`config.mk`:
```
export PLATFORM = sky130hd
export DESIGN_NAME = mcop_unit
export DESIGN_NICKNAME = d
export VERILOG_FILES = /design/src/rtl/mcop_pkg.sv /design/src/rtl/mcop_mul_step.sv /design/src/rtl/mcop_div_step.sv /design/src/rtl/mcop_popcnt.sv /design/src/rtl/mcop_unit.sv
export SDC_FILE = /design/constraint.sdc
export NUM_CORES = 1
export LEC_CHECK = 0
export CAP_MARGIN = 40
export CELL_PAD_IN_SITES_DETAIL_PLACEMENT = 1
export CELL_PAD_IN_SITES_GLOBAL_PLACEMENT = 2
export CORE_UTILIZATION = 36
export CTS_BUF_LIST = sky130_fd_sc_hd__clkbuf_4 sky130_fd_sc_hd__clkbuf_8
export CTS_CLUSTER_DIAMETER = 40
export DETAILED_ROUTE_END_ITERATION = 8
export PLACE_DENSITY = 0.8
export SYNTH_ARGS = -nofsm -noshare
export SYNTH_HDL_FRONTEND = slang
export SYNTH_SLANG_ARGS = --single-unit
```
`constraint.sdc`:
```
create_clock -name clk -period 5.7 [get_ports clk]
set_input_delay 1.425 -clock clk [delete_from_list [all_inputs] [get_ports clk]]
set_output_delay 1.425 -clock clk [all_outputs]
set_load 0.005 [all_outputs]
```
`src/rtl/mcop_pkg.sv`:
```
package mcop_pkg;
  typedef enum logic [1:0] {
    ST_IDLE = 2'd0,
    ST_RUN  = 2'd1,
    ST_PCNT = 2'd2
  } mcop_state_e;

  localparam int unsigned SEL_MUL  = 0;
  localparam int unsigned SEL_DIV  = 1;
  localparam int unsigned SEL_PCNT = 2;
endpackage

```
`src/rtl/mcop_mul_step.sv`:
```
module mcop_mul_step #(
  parameter int unsigned W = 32
) (
  input  logic [W-1:0] acc,
  input  logic [W-1:0] mcand,
  input  logic         mbit,
  output logic [W-1:0] acc_nx,
  output logic [W-1:0] mcand_nx
);
  always_comb begin
    acc_nx   = mbit ? (acc + mcand) : acc;
    mcand_nx = {mcand[W-2:0], 1'b0};
  end
endmodule

```
`src/rtl/mcop_div_step.sv`:
```
module mcop_div_step #(
  parameter int unsigned W = 32
) (
  input  logic [W-1:0] rem,
  input  logic [W-1:0] quo,
  input  logic         nbit,
  input  logic [W-1:0] divisor,
  output logic [W-1:0] rem_nx,
  output logic [W-1:0] quo_nx
);
  logic [W:0] shifted;
  logic [W:0] dvs_ext;
  logic [W:0] diff;
  logic       fits;

  always_comb begin
    shifted = {rem, nbit};
    dvs_ext = {1'b0, divisor};
    diff    = shifted - dvs_ext;
    fits    = (shifted >= dvs_ext);
    rem_nx  = fits ? diff[W-1:0] : shifted[W-1:0];
    quo_nx  = {quo[W-2:0], fits};
  end
endmodule

```
`src/rtl/mcop_popcnt.sv`:
```
module mcop_popcnt #(
  parameter int unsigned W = 32
) (
  input  logic [W-1:0] vec,
  output logic [W-1:0] ones
);
  always_comb begin
    ones = '0;
    for (int i = 0; i < W; i++) begin
      ones = ones + W'(vec[i]);
    end
  end
endmodule

```
`src/rtl/mcop_unit.sv`:
```
module mcop_unit
  import mcop_pkg::*;
#(
  parameter int unsigned W     = 32,
  parameter int unsigned SEL_W = 8
) (
  input  logic             clk,
  input  logic             rst_n,
  input  logic             cke,
  input  logic             launch,
  input  logic [SEL_W-1:0] op_sel,
  input  logic [W-1:0]     op_a,
  input  logic [W-1:0]     op_b,
  output logic [W-1:0]     outcome,
  output logic             complete
);
  localparam int unsigned CW = $clog2(W);
  localparam logic [CW-1:0] LAST = CW'(W - 1);

  mcop_state_e   st_q, st_nx;
  logic [CW-1:0] cnt_q, cnt_nx;
  logic          is_div_q, is_div_nx;
  logic [W-1:0]  acc_q, acc_nx;
  logic [W-1:0]  aux_q, aux_nx;
  logic [W-1:0]  res_q, res_nx;
  logic          done_q, done_nx;

  logic [W-1:0]  mul_acc, mul_aux;
  logic [W-1:0]  div_rem, div_quo;
  logic [W-1:0]  ones;

  // One shift-add iteration: multiplier bit chosen from the held operand.
  mcop_mul_step #(.W(W)) u_mul (
    .acc      (acc_q),
    .mcand    (aux_q),
    .mbit     (op_b[cnt_q]),
    .acc_nx   (mul_acc),
    .mcand_nx (mul_aux)
  );

  // One restoring iteration: dividend bits fed in MSB first.
  mcop_div_step #(.W(W)) u_div (
    .rem     (aux_q),
    .quo     (acc_q),
    .nbit    (op_a[LAST - cnt_q]),
    .divisor (op_b),
    .rem_nx  (div_rem),
    .quo_nx  (div_quo)
  );

  mcop_popcnt #(.W(W)) u_pcnt (
    .vec  (op_a),
    .ones (ones)
  );

  always_comb begin
    st_nx     = st_q;
    cnt_nx    = cnt_q;
    is_div_nx = is_div_q;
    acc_nx    = acc_q;
    aux_nx    = aux_q;
    res_nx    = res_q;
    done_nx   = 1'b0;
    unique case (st_q)
      ST_IDLE: begin
        if (launch) begin
          if (op_sel == SEL_W'(SEL_MUL)) begin
            st_nx     = ST_RUN;
            cnt_nx    = '0;
            is_div_nx = 1'b0;
            acc_nx    = '0;
            aux_nx    = op_a;
          end else if (op_sel == SEL_W'(SEL_DIV)) begin
            st_nx     = ST_RUN;
            cnt_nx    = '0;
            is_div_nx = 1'b1;
            acc_nx    = '0;
            aux_nx    = '0;
          end else if (op_sel == SEL_W'(SEL_PCNT)) begin
            st_nx = ST_PCNT;
          end else begin
            res_nx  = '0;
            done_nx = 1'b1;
          end
        end
      end
      ST_RUN: begin
        cnt_nx = cnt_q + CW'(1);
        acc_nx = is_div_q ? div_quo : mul_acc;
        aux_nx = is_div_q ? div_rem : mul_aux;
        if (cnt_q == LAST) begin
          st_nx   = ST_IDLE;
          res_nx  = is_div_q ? div_quo : mul_acc;
          done_nx = 1'b1;
        end
      end
      ST_PCNT: begin
        st_nx   = ST_IDLE;
        res_nx  = ones;
        done_nx = 1'b1;
      end
      default: st_nx = ST_IDLE;
    endcase
  end

  always_ff @(posedge clk or negedge rst_n) begin
    if (!rst_n) begin
      st_q     <= ST_IDLE;
      cnt_q    <= '0;
      is_div_q <= 1'b0;
      acc_q    <= '0;
      aux_q    <= '0;
      res_q    <= '0;
      done_q   <= 1'b0;
    end else if (cke) begin
      st_q     <= st_nx;
      cnt_q    <= cnt_nx;
      is_div_q <= is_div_nx;
      acc_q    <= acc_nx;
      aux_q    <= aux_nx;
      res_q    <= res_nx;
      done_q   <= done_nx;
    end
  end

  assign outcome  = res_q;
  assign complete = done_q;

  // a disabled edge changes nothing
  p_freeze_r9: assert property (@(posedge clk) disable iff (!rst_n)
    !cke |=> ($stable(outcome) && $stable(complete) && $stable(st_q) && $stable(cnt_q)));

  // a run completes only from its final iteration
  p_run_exit_r2: assert property (@(posedge clk) disable iff (!rst_n)
    (st_q == ST_RUN && cke && cnt_q != LAST) |=> (st_q == ST_RUN && !complete));

  // launch during a run neither restarts nor stalls the counter
  p_busy_ignore_r8: assert property (@(posedge clk) disable iff (!rst_n)
    (st_q == ST_RUN && cke && launch && cnt_q != LAST) |=> (cnt_q == $past(cnt_q) + CW'(1)));

  // restoring remainder stays below a nonzero divisor
  p_rem_bound_r3: assert property (@(posedge clk) disable iff (!rst_n)
    (st_q == ST_RUN && is_div_q && cke && cnt_q != LAST && op_b != '0) |=> (aux_q < op_b));

  // population count finishes one edge after leaving idle
  p_pcnt_done_r5: assert property (@(posedge clk) disable iff (!rst_n)
    (st_q == ST_PCNT && cke) |=> (complete && st_q == ST_IDLE && outcome <= W));

  // unused selector completes at once with zero
  p_unused_r6: assert property (@(posedge clk) disable iff (!rst_n)
    (st_q == ST_IDLE && cke && launch && op_sel > SEL_W'(SEL_PCNT)) |=> (complete && outcome == '0));

  // completion lasts one enabled cycle
  p_done_pulse_r7: assert property (@(posedge clk) disable iff (!rst_n)
    (complete && cke && !launch) |=> !complete);
endmodule

```
==> reports/results.txt, run 1 <==
Status: complete, but fails checks
Failing checks: negative setup slack
PortBufs: 108
Overall power: 3.22 mW
Crit path capture type: flop
Largest net degree at the start of global routing: 52
Mapped cell area: 10300 um^2
Hold WC Path Type: flop to flop
Ant diodes: 0
Slew of the pin with the lowest slew margin: 0.794 ns
Initial Utilization: 0.369
Worst vdd rail ir drop: 0.135 mV
Worst R2R Path Depth: 17
Setup CP Type: input port to flop
WL final: 37.7 mm
Die area: 29400 um^2
Max Transition Viols Final: 0
Clock slew at reported path FFs: 0.13 ns
Dpl cells: 1750
Worst Skew: 0.0233 ns
Yosys reg bits: 105
Clk root buf: clkbuf_8
Setup TNS Final: -0.0943 ns
Yosys synthesis warning count: 0
Filler Cell Count: 3406
RSZ-0062 raised after global routing: true
Grt ovf: 0
Register area: 2630 um^2
CP startpoint: op_a[18]
Relative slew slack: 0.471
EDFF count, synth: 0
Net Count, Synth: 1430
Total GRT Usage: 0.267
Final core occ: 0.445
DR vias/cell: 5.64
Hold path start: outcome[18]$_DFFE_PN0P_
Hold depth: 2
Min Clock Period, post-route: 5.79 ns
Register area share after synthesis: 0.254
Crit-path max FO: 2
Core Footprint: 28000 um^2
Final hold violations: 0
Synth cell types: 77
ANT nets after route: 0
Final Cycle Share: 1.02
CTS H-Tree Depth: 3
Power per cell area: 258 nW/um^2
Hold endpoint: outcome[18]$_DFFE_PN0P_
Leakage: 5.68 nW
Post-Layout Cell Count: 1766
WP data arrival: 6.08 ns
CTS tree: built
Initial antenna violation count: 1
Worst r2r dst: aux_q[30]$_DFFE_PN0P_
Worst Setup Start Kind: input port
Num ports: 109
Prevailing post-synth register cell: dfrtp_1
First-pass GRT wire length: 59.3 mm
Drt pass-1 iters: 7
Max-Cap Viols: 0
Ys async rst share: 1.00
Worst Setup Slack, final: -0.0926 ns
Layout cells sized above 1: 0.120
Detailed Route Iter0 Violations: 576
Remaining DRCs: 0
NumNets Final: 1563
Area of the multi-input gates: 7050 um^2
P&R area growth vs syn: 20.6%
# setup viols final: 2
Total CTS buffers: 9
Clk sinks: 105
Die X: 171 um
Clk Latency, worst-skew pair: 0.41 ns
Vias: 9964
RePlAce Congestion: 0.921
Reg-to-reg startpoint: cnt_q[0]$_DFFE_PN0P_
Post-place setup slack: -0.900 ns
Avg Inst Size Synth: 8.26 um^2
Mapped Cells: 1251
Final HPWL DP: 30.5 mm
Worst EP required: 5.99 ns
Die height: 171 um
Clk buf depth: 2
F_max: 0.173 GHz
Rows: 61
Worst R2R Setup Slack: 1.02 ns
Vias in the first global route: 10300
Wire per inst: 21.3 um
[metal layers]
| layer | GRT usage | vias to the layer above | share of wire |
|---|---|---|---|
| li1 | - | 4792 | - |
| met1 | 0.370 | 4934 | 0.48 |
| met2 | 0.442 | 198 | 0.47 |
| met3 | 0.0207 | 38 | 0.029 |
| met4 | 0.0800 | 2 | 0.022 |
| met5 | 0 | - | 0.00034 |
[power by group]
group          total, mW  switching, mW  leakage [nW]  internal [mW]
sequential         0.870         0.0865          1.45          0.783
clock              0.542          0.294         0.102          0.248
combinational       1.80          0.955          4.13          0.849
total               3.22           1.34          5.68           1.88
[worst max-delay path, stage by stage]
cell,delay (ns)
buf_6,0.10
fa_2,0.61
inv_2,0.05
fa_1,0.54
inv_2,0.05
fa_1,0.52
inv_2,0.04
fa_1,0.47
fa_1,0.53
fa_1,0.43
fa_2,0.38
fa_2,0.36
inv_2,0.06
a21o_1,0.12
a21oi_2,0.06
xnor2_1,0.13
a21oi_1,0.14
o21ai_1,0.07
[cells in the mapped netlist (11+ instances only)]
cell,number,area [um^2]
clkbuf_1,41,154
o31ai_1,11,82.6
mux4_2,20,450
inv_1,109,409
fa_1,26,521
nand2b_1,12,75.1
nand2_1,141,529
o21ai_1,22,110
nand3_1,24,120
dfrtp_1,105,2630
a221oi_1,12,105
xor2_1,17,149
o21ai_0,87,435
nor3_1,35,175
a211oi_1,11,82.6
and3_1,17,106
a31oi_1,21,131
a21oi_1,93,465
a21o_1,34,255
o21a_1,21,158
and2_1,15,93.8
nor2_1,81,304
ha_1,77,963
xnor2_1,17,149
mux2i_1,19,190
o211ai_1,24,180
[worst max-delay path by stage]
| stage | to | cells after the start | slack, ns |
|---|---|---|---|
| floorplan | outcome[4]$_DFFE_PN0P_ | 16 | -0.14 |
| global placement | outcome[4]$_DFFE_PN0P_ | 18 | -0.82 |
| detailed placement | outcome[4]$_DFFE_PN0P_ | 18 | -0.90 |
| CTS | outcome[4]$_DFFE_PN0P_ | 17 | -0.24 |
| global route | outcome[4]$_DFFE_PN0P_ | 18 | -0.27 |
| finish | outcome[4]$_DFFE_PN0P_ | 18 | -0.09 |
[metrics by stage]
step / area (um^2) / hold WS [ns]
floorplan: 10300 / 0.473
global placement: 12200 / 0.463
detailed placement: 12300 / 0.471
CTS: 12500 / 0.495
global route: 12500 / 0.512
finish: 12500 / 0.489
[layout make-up]
cell class,count,share of cell area
multi-input cells,974,0.566
flip-flops and latches,105,0.211
repair buffers,184,0.135
well taps,378,0.0379
inverters,110,0.0331
clock buffers,9,0.00994
clock inverters,6,0.00743
[state kept, by name, summed over array words and instances, names as in the netlist]
signal,cells
outcome,32
cnt_q,5
st_q,2
is_div_q,1
aux_q,32
acc_q,32
complete,1
[repair_timing]
action / in CTS / in global routing
hold buffers: 0 / 0
resized for setup: 37 / 20
setup buffers: 1 / 0
endpoints found under the hold margin: 0 / 0
cloned: 0 / 0
pin swaps: 19 / 18
setup endpoints to repair: 5 / 6
[kinds of logic (layout without fill, tap and decap cells)]
group	count (synthesis)	after routing	share of synthesized area
AO/OA/AOI/OAI	417	417	0.265
buffers and inverters	172	309	0.0666
XOR/XNOR	34	34	0.0288
multiplexers	50	50	0.0751
adder cells (fa/ha/maj)	103	103	0.144
AND/OR/NAND/NOR	370	370	0.166
flip-flops	105	105	0.254
[layout by cell type (no fill, tap or decap), types with 9 or more instances in the layout]
master,netlist,layout
a22oi_1,9,9
a221oi_1,12,12
a211oi_1,11,11
mux4_2,20,20
nand3_1,24,24
nand2b_1,12,12
mux2_2,10,10
inv_2,1,9
o21ai_0,87,86
o31ai_1,11,11
a21o_1,34,34
o211ai_1,24,24
clkdlybuf4s50_1,0,91
a31oi_1,21,21
a22o_1,10,10
xnor2_1,17,17
inv_1,109,101
a21oi_1,93,92
o21ai_1,22,23
mux2i_1,19,18
and2_1,15,14
clkbuf_8,0,9
ha_1,77,76
nor3_1,35,34
nand2_1,141,141
nor2b_1,9,9
buf_4,5,73
nor2_1,81,81
fa_1,26,22
dfrtp_1,105,105
xor2_1,17,17
o21a_1,21,21
and3_1,17,17
(Power assumes the default switching activity.)
==> inputs of run 2 (changes only) <==
Settings changed: CORE_MARGIN set to 2.
==> run 2 against run 1 <==
The run still ends with negative setup slack left. Sequential power about the same. Design area grew 0.16%. Critical endpoint unchanged. Clock power up 3%. Worst hold slack got worse by 0.0075 ns. Final cell count increased by 0.28%. Global-route usage is 1.6 points lower. Via count up 0.37%. Non-clock buffer count shrank 2. Routed wire length down 0.28%. Total power is 3.4% higher. Flip-flop and latch count did not move. Sequential share of layout area barely moved.
==> reports/results.txt, run 2 (synthesis gave the netlist of run 1 again) <==
Status: complete, but fails checks
Failing checks: negative setup slack
Worst Skew: 0.0172 ns (-0.00610 ns)
Power per cell area: 266 nW/um^2 (+3.2%)
Die X: 173 um (+1.2%)
Filler Cell Count: 3469 (+1.8%)
Min Clock Period, post-route: 5.80 ns (+0.00336 ns)
Ant diodes: 0 (unchanged)
# setup viols final: 5 (+3)
Core Footprint: 28500 um^2 (+1.6%)
Worst Setup Start Kind: input port
Reg-to-reg startpoint: cnt_q[1]$_DFFE_PN0P_
Setup TNS Final: -0.278 ns (-0.184 ns)
Clock slew at reported path FFs: 0.12 ns (about the same)
Total GRT Usage: 0.251 (-0.0158)
Setup CP Type: input port to flop
Clk sinks: 105 (unchanged)
Grt ovf: 0 (unchanged)
Worst Setup Slack, final: -0.0960 ns (-0.00336 ns)
Final Cycle Share: 1.02 (about the same)
Final HPWL DP: 29.8 mm (-2.0%)
WL final: 37.6 mm (-0.28%)
Hold WS: 0.482 ns (-0.00751 ns)
Clk Latency, worst-skew pair: 0.41 ns (about the same)
Leakage: 5.70 nW (+0.22%)
WP data arrival: 6.08 ns (about the same)
Die height: 173 um (+1.2%)
Num ports: 109 (unchanged)
Overall power: 3.33 mW (+3.4%)
Initial antenna violation count: 0 (-1)
CP startpoint: op_a[0]
Hold path start: outcome[7]$_DFFE_PN0P_
Max Transition Viols Final: 0 (unchanged)
Detailed Route Iter0 Violations: 472 (-18%)
Max-Cap Viols: 0 (unchanged)
Worst EP required: 5.98 ns (about the same)
Most common cell after layout, fill and taps aside: nand2_1
Worst vdd rail ir drop: 0.182 mV (+35%)
P&R area growth vs syn: 20.8%
Final core occ: 0.438 (-0.00647)
Placed Area: 12200 um^2 (-0.23%)
First-pass GRT wire length: 59.5 mm (+0.48%)
PortBufs: 108 (unchanged)
ANT nets after route: 0 (unchanged)
RSZ-0062 raised after global routing: true
CTS H-Tree Depth: 3 (unchanged)
Clk buf depth: 2 (unchanged)
Drt pass-1 iters: 4 (-3)
Crit-path max FO: 2 (unchanged)
Biggest regs: acc_q (32), aux_q (32), outcome (32)
Slew of the pin with the lowest slew margin: 0.740 ns (-0.0542 ns)
RePlAce Congestion: 0.900 (-2.3%)
Rows: 62 (+1.6%)
Die area: 30100 um^2 (+2.3%)
Largest net degree at the start of global routing: 50 (-3.8%)
Crit path capture type: flop
NumNets Final: 1561 (-0.13%)
Final Cell Area: 12500 um^2 (+0.16%)
F_max: 0.173 GHz (about the same)
Final hold violations: 0 (unchanged)
Post-CTS Hold Fix Bufs: 0 (unchanged)
Clk root buf: clkbuf_8
Total CTS buffers: 9 (unchanged)
Wire per inst: 21.2 um (-0.56%)
CTS tree: built
Initial Utilization: 0.363 (-0.00595)
DR vias/cell: 5.65 (about the same)
Remaining DRCs: 0 (unchanged)
Vias in the first global route: 10500 (+2.2%)
Relative slew slack: 0.507 (+0.0362)
Vias: 10000 (+0.37%)
Layout cells sized above 1: 0.114 (-0.00640)
Commonest cells after routing, fill and taps aside: nand2_1, inv_1, dfrtp_1, a21oi_1, clkdlybuf4s50_1
Hold WC Path Type: flop to flop
run 2: changes by cell type in the layout (fill, tap and decap cells not counted), moves of 2 or more:
| cell | previous run | this run |
|---|---|---|
| buf_4 | 73 | 71 |
| clkbuf_2 | 4 | 1 |
| clkinvlp_4 | 2 | 0 |
| dlygate4sd2_1 | 6 | 12 |
| inv_1 | 101 | 106 |
| inv_2 | 9 | 4 |
| o21ai_0 | 86 | 84 |
| o21ai_1 | 23 | 25 |
run 2: stage by stage:
stage | instances | setup WS, ns
6_report | 1771 | -0.0960
5_1_grt | 1771 | -0.211
4_1_cts | 1770 | -0.221
3_5_place_dp | 1753 | -0.950
3_3_place_gp | 1752 | -0.841
2_1_floorplan | 1251 | -0.138
run 2: area by class of cell:
type | count | area (um^2) | share of cell area
Clock inverter | 6 | 97.6 | 0.00782
Tap cell | 384 | 480 | 0.0385
Inverter | 110 | 413 | 0.0331
Sequential cell | 105 | 2630 | 0.210
Timing Repair Buffer | 182 | 1670 | 0.134
Clock buffer | 10 | 131 | 0.0105
Multi-Input combinational cell | 974 | 7060 | 0.566
run 2: path summary, 6_finish.rpt:
path                                           to  slack, ns  depth (start not counted)
setup / recovery           outcome[4]$_DFFE_PN0P_       -0.1                         17
hold / removal             outcome[7]$_DFFE_PN0P_       0.48                          2
setup reg to reg            aux_q[30]$_DFFE_PN0P_       1.06                         17
hold reg to reg            outcome[7]$_DFFE_PN0P_       0.48                          2
max in group asynchronous    cnt_q[1]$_DFFE_PN0P_       3.66                          3
min in group asynchronous    complete$_DFFE_PN0P_       0.92                          1
run 2: what timing repair did:
| action | CTS | global route |
|---|---|---|
| gates cloned | 0 | 0 |
| hold endpoints to repair | 0 | 0 |
| gates resized for setup | 34 | 8 |
| pin swaps | 17 | 12 |
| buffers inserted | 1 | 1 |
| setup endpoints to repair | 6 | 5 |
run 2: worst max-delay path: stages:
cell,delay (ns)
buf_8,0.10
ha_4,0.25
inv_2,0.03
fa_1,0.55
fa_2,0.48
fa_2,0.57
fa_1,0.43
fa_1,0.52
fa_1,0.43
fa_2,0.36
fa_2,0.37
inv_2,0.06
a21o_1,0.11
a21oi_2,0.05
xnor2_1,0.12
a21oi_1,0.13
o21ai_1,0.07
run 2: power by group:
part | internal (mW) | total [mW] | leakage [nW] | switching [mW]
logic | 0.916 | 1.90 | 4.13 | 0.981
clock network | 0.260 | 0.559 | 0.117 | 0.299
registers | 0.783 | 0.869 | 1.45 | 0.0859
run 2: layer usage:
metal  global-route usage  share of wire  up-vias
li1                     -              -     4787
met1                0.348           0.48     4981
met2                0.424           0.47      196
met3               0.0243          0.037       37
met4               0.0583          0.019        0
met5                    0              0        -
==> inputs of run 3 (changes only) <==
Settings changed: SETUP_SLACK_MARGIN set to 0.5.
==> run 3 against run 2 <==
Setup slack worse by 0.0043 ns. Sequential power fell by 0.8%. Critical path depth grew 1. The flow still finishes with violations (negative setup slack). Sequential share of layout area is 0.11 points lower. Via count decreased by 0.54%. Core utilization rose by 0.23 points. First-iteration DRC count rose by 21%. Register-to-register slack improved by 0.08 ns. Critical endpoint unchanged. Die area unchanged. Critical path type unchanged.
==> reports/results.txt, run 3 (synthesis gave the netlist of run 1 again) <==
Status: complete, but fails checks
Failing checks: negative setup slack
Worst vdd rail ir drop: 0.232 mV (+27%)
NumNets Final: 1565 (+0.26%)
Leakage: 5.76 nW (+1.1%)
Final hold violations: 0 (unchanged)
Hold depth: 2 (unchanged)
PortBufs: 108 (unchanged)
CTS tree: built
Clk Latency, worst-skew pair: 0.41 ns (about the same)
Slew of the pin with the lowest slew margin: 0.899 ns (+0.160 ns)
ANT nets after route: 0 (unchanged)
Min Clock Period, post-route: 5.80 ns (+0.00428 ns)
Drt pass-1 iters: 5 (+1)
Power per cell area: 263 nW/um^2 (-1.4%)
# setup viols final: 2 (-3)
Worst Setup Slack, final: -0.100 ns (-0.00428 ns)
Hold WS: 0.480 ns (-0.00204 ns)
Wire per inst: 21.6 um (+1.7%)
Initial antenna violation count: 0 (unchanged)
CTS H-Tree Depth: 3 (unchanged)
Die height: 173 um (unchanged)
Relative slew slack: 0.400 (-0.106)
Reg-to-reg startpoint: cnt_q[1]$_DFFE_PN0P_
WP data arrival: 6.08 ns (about the same)
Placed Area: 12300 um^2 (+0.23%)
Worst Skew: 0.0213 ns (+0.00405 ns)
Remaining DRCs: 0 (unchanged)
Overall power: 3.30 mW (-0.90%)
F_max: 0.172 GHz (about the same)
Core Footprint: 28500 um^2 (unchanged)
RSZ-0062 raised after global routing: true
Final Cell Area: 12500 um^2 (+0.52%)
Clk buf depth: 2 (unchanged)
RePlAce Congestion: 0.909 (+0.96%)
Crit-path max FO: 2 (unchanged)
Die X: 173 um (unchanged)
Biggest regs: acc_q (32), aux_q (32), outcome (32)
Crit path capture type: flop
Commonest cells after routing, fill and taps aside: nand2_1, dfrtp_1, inv_1, a21oi_1, clkdlybuf4s50_1
Total CTS buffers: 9 (unchanged)
Hold WC Path Type: flop to flop
First-pass GRT wire length: 61.1 mm (+2.6%)
Grt ovf: 0 (unchanged)
P&R area growth vs syn: 21.5%
Max Transition Viols Final: 0 (unchanged)
DR vias/cell: 5.60 (-0.76%)
Vias: 9947 (-0.54%)
Detailed Route Iter0 Violations: 569 (+21%)
Clk root buf: clkbuf_8
Die area: 30100 um^2 (unchanged)
Worst EP required: 5.98 ns (about the same)
Filler Cell Count: 3426 (-1.2%)
Final Cycle Share: 1.02 (about the same)
Vias in the first global route: 10400 (-0.21%)
Rows: 62 (unchanged)
Clk sinks: 105 (unchanged)
Max-Cap Viols: 0 (unchanged)
Worst R2R Path Depth: 17 (unchanged)
Setup TNS Final: -0.106 ns (+0.173 ns)
Post-CTS Hold Fix Bufs: 0 (unchanged)
Num ports: 109 (unchanged)
Setup CP Type: input port to flop
Ant diodes: 0 (unchanged)
Largest net degree at the start of global routing: 54 (+8.0%)
Hold path start: outcome[19]$_DFFE_PN0P_
Total GRT Usage: 0.259 (+0.00843)
Final HPWL DP: 30.6 mm (+2.4%)
Post-place setup slack: -0.935 ns (+0.0147 ns)
WL final: 38.3 mm (+1.9%)
Layout cells sized above 1: 0.130 (+0.0162)
Worst r2r dst: aux_q[24]$_DFFE_PN0P_
Initial Utilization: 0.363 (unchanged)
Most common cell after layout, fill and taps aside: nand2_1
Hold endpoint: outcome[19]$_DFFE_PN0P_
Worst R2R Setup Slack: 1.14 ns (+0.08 ns)
Clock slew at reported path FFs: 0.11 ns (about the same)
Worst Setup Start Kind: input port
run 3: repair_timing:
action,4_1_cts,5_1_grt
resized for setup,45,29
setup buffers,3,1
setup endpoints to repair,13,17
pin swaps,24,17
cloned,0,0
run 3: worst max path at each step:
stage | cells past startpoint | to | startpoint
2_1_floorplan | 16 | outcome[4]$_DFFE_PN0P_ | op_a[1]
3_3_place_gp | 18 | outcome[4]$_DFFE_PN0P_ | op_a[18]
3_5_place_dp | 18 | outcome[4]$_DFFE_PN0P_ | op_a[18]
4_1_cts | 17 | outcome[4]$_DFFE_PN0P_ | op_a[0]
5_1_grt | 17 | outcome[4]$_DFFE_PN0P_ | op_a[0]
6_report | 18 | outcome[4]$_DFFE_PN0P_ | op_a[22]
run 3: stage by stage:
stage | util | instances
2_1_floorplan | - | 1251
3_3_place_gp | 0.429 | 1754
3_5_place_dp | 0.430 | 1755
4_1_cts | 0.438 | 1774
5_1_grt | 0.441 | 1775
6_report | 0.441 | 1775
run 3: worst max-delay path, stage by stage:
cell,delay (ns)
clkdlybuf4s15_2,0.20
fa_2,0.58
inv_2,0.05
fa_1,0.50
inv_2,0.05
fa_1,0.49
inv_2,0.04
fa_1,0.45
fa_1,0.51
fa_1,0.43
fa_2,0.39
fa_2,0.40
inv_2,0.07
a21o_1,0.12
a21oi_2,0.06
xnor2_1,0.13
a21oi_1,0.13
o21ai_1,0.07
run 3: routing by layer:
layer	routed length (um)	global-route usage
met1	18400	0.369
met2	18000	0.433
met3	1240	0.0200
met4	571	0.0551
met5	0	0
run 3: cell type report:
class | count | area, um^2 | area share
inverter | 110 | 413 | 0.0329
multi-input combinational | 974 | 7120 | 0.567
sequential | 105 | 2630 | 0.209
timing repair buffer | 186 | 1720 | 0.137
tap | 384 | 480 | 0.0383
clock buffer | 14 | 174 | 0.0139
clock inverter | 2 | 12.5 | 0.000997
run 3: where the power goes:
| group | internal, mW | switching, mW | total (mW) |
|---|---|---|---|
| registers | 0.783 | 0.0787 | 0.862 |
| clock network | 0.198 | 0.281 | 0.478 |
| logic | 0.945 | 1.01 | 1.96 |
| total | 1.93 | 1.37 | 3.30 |
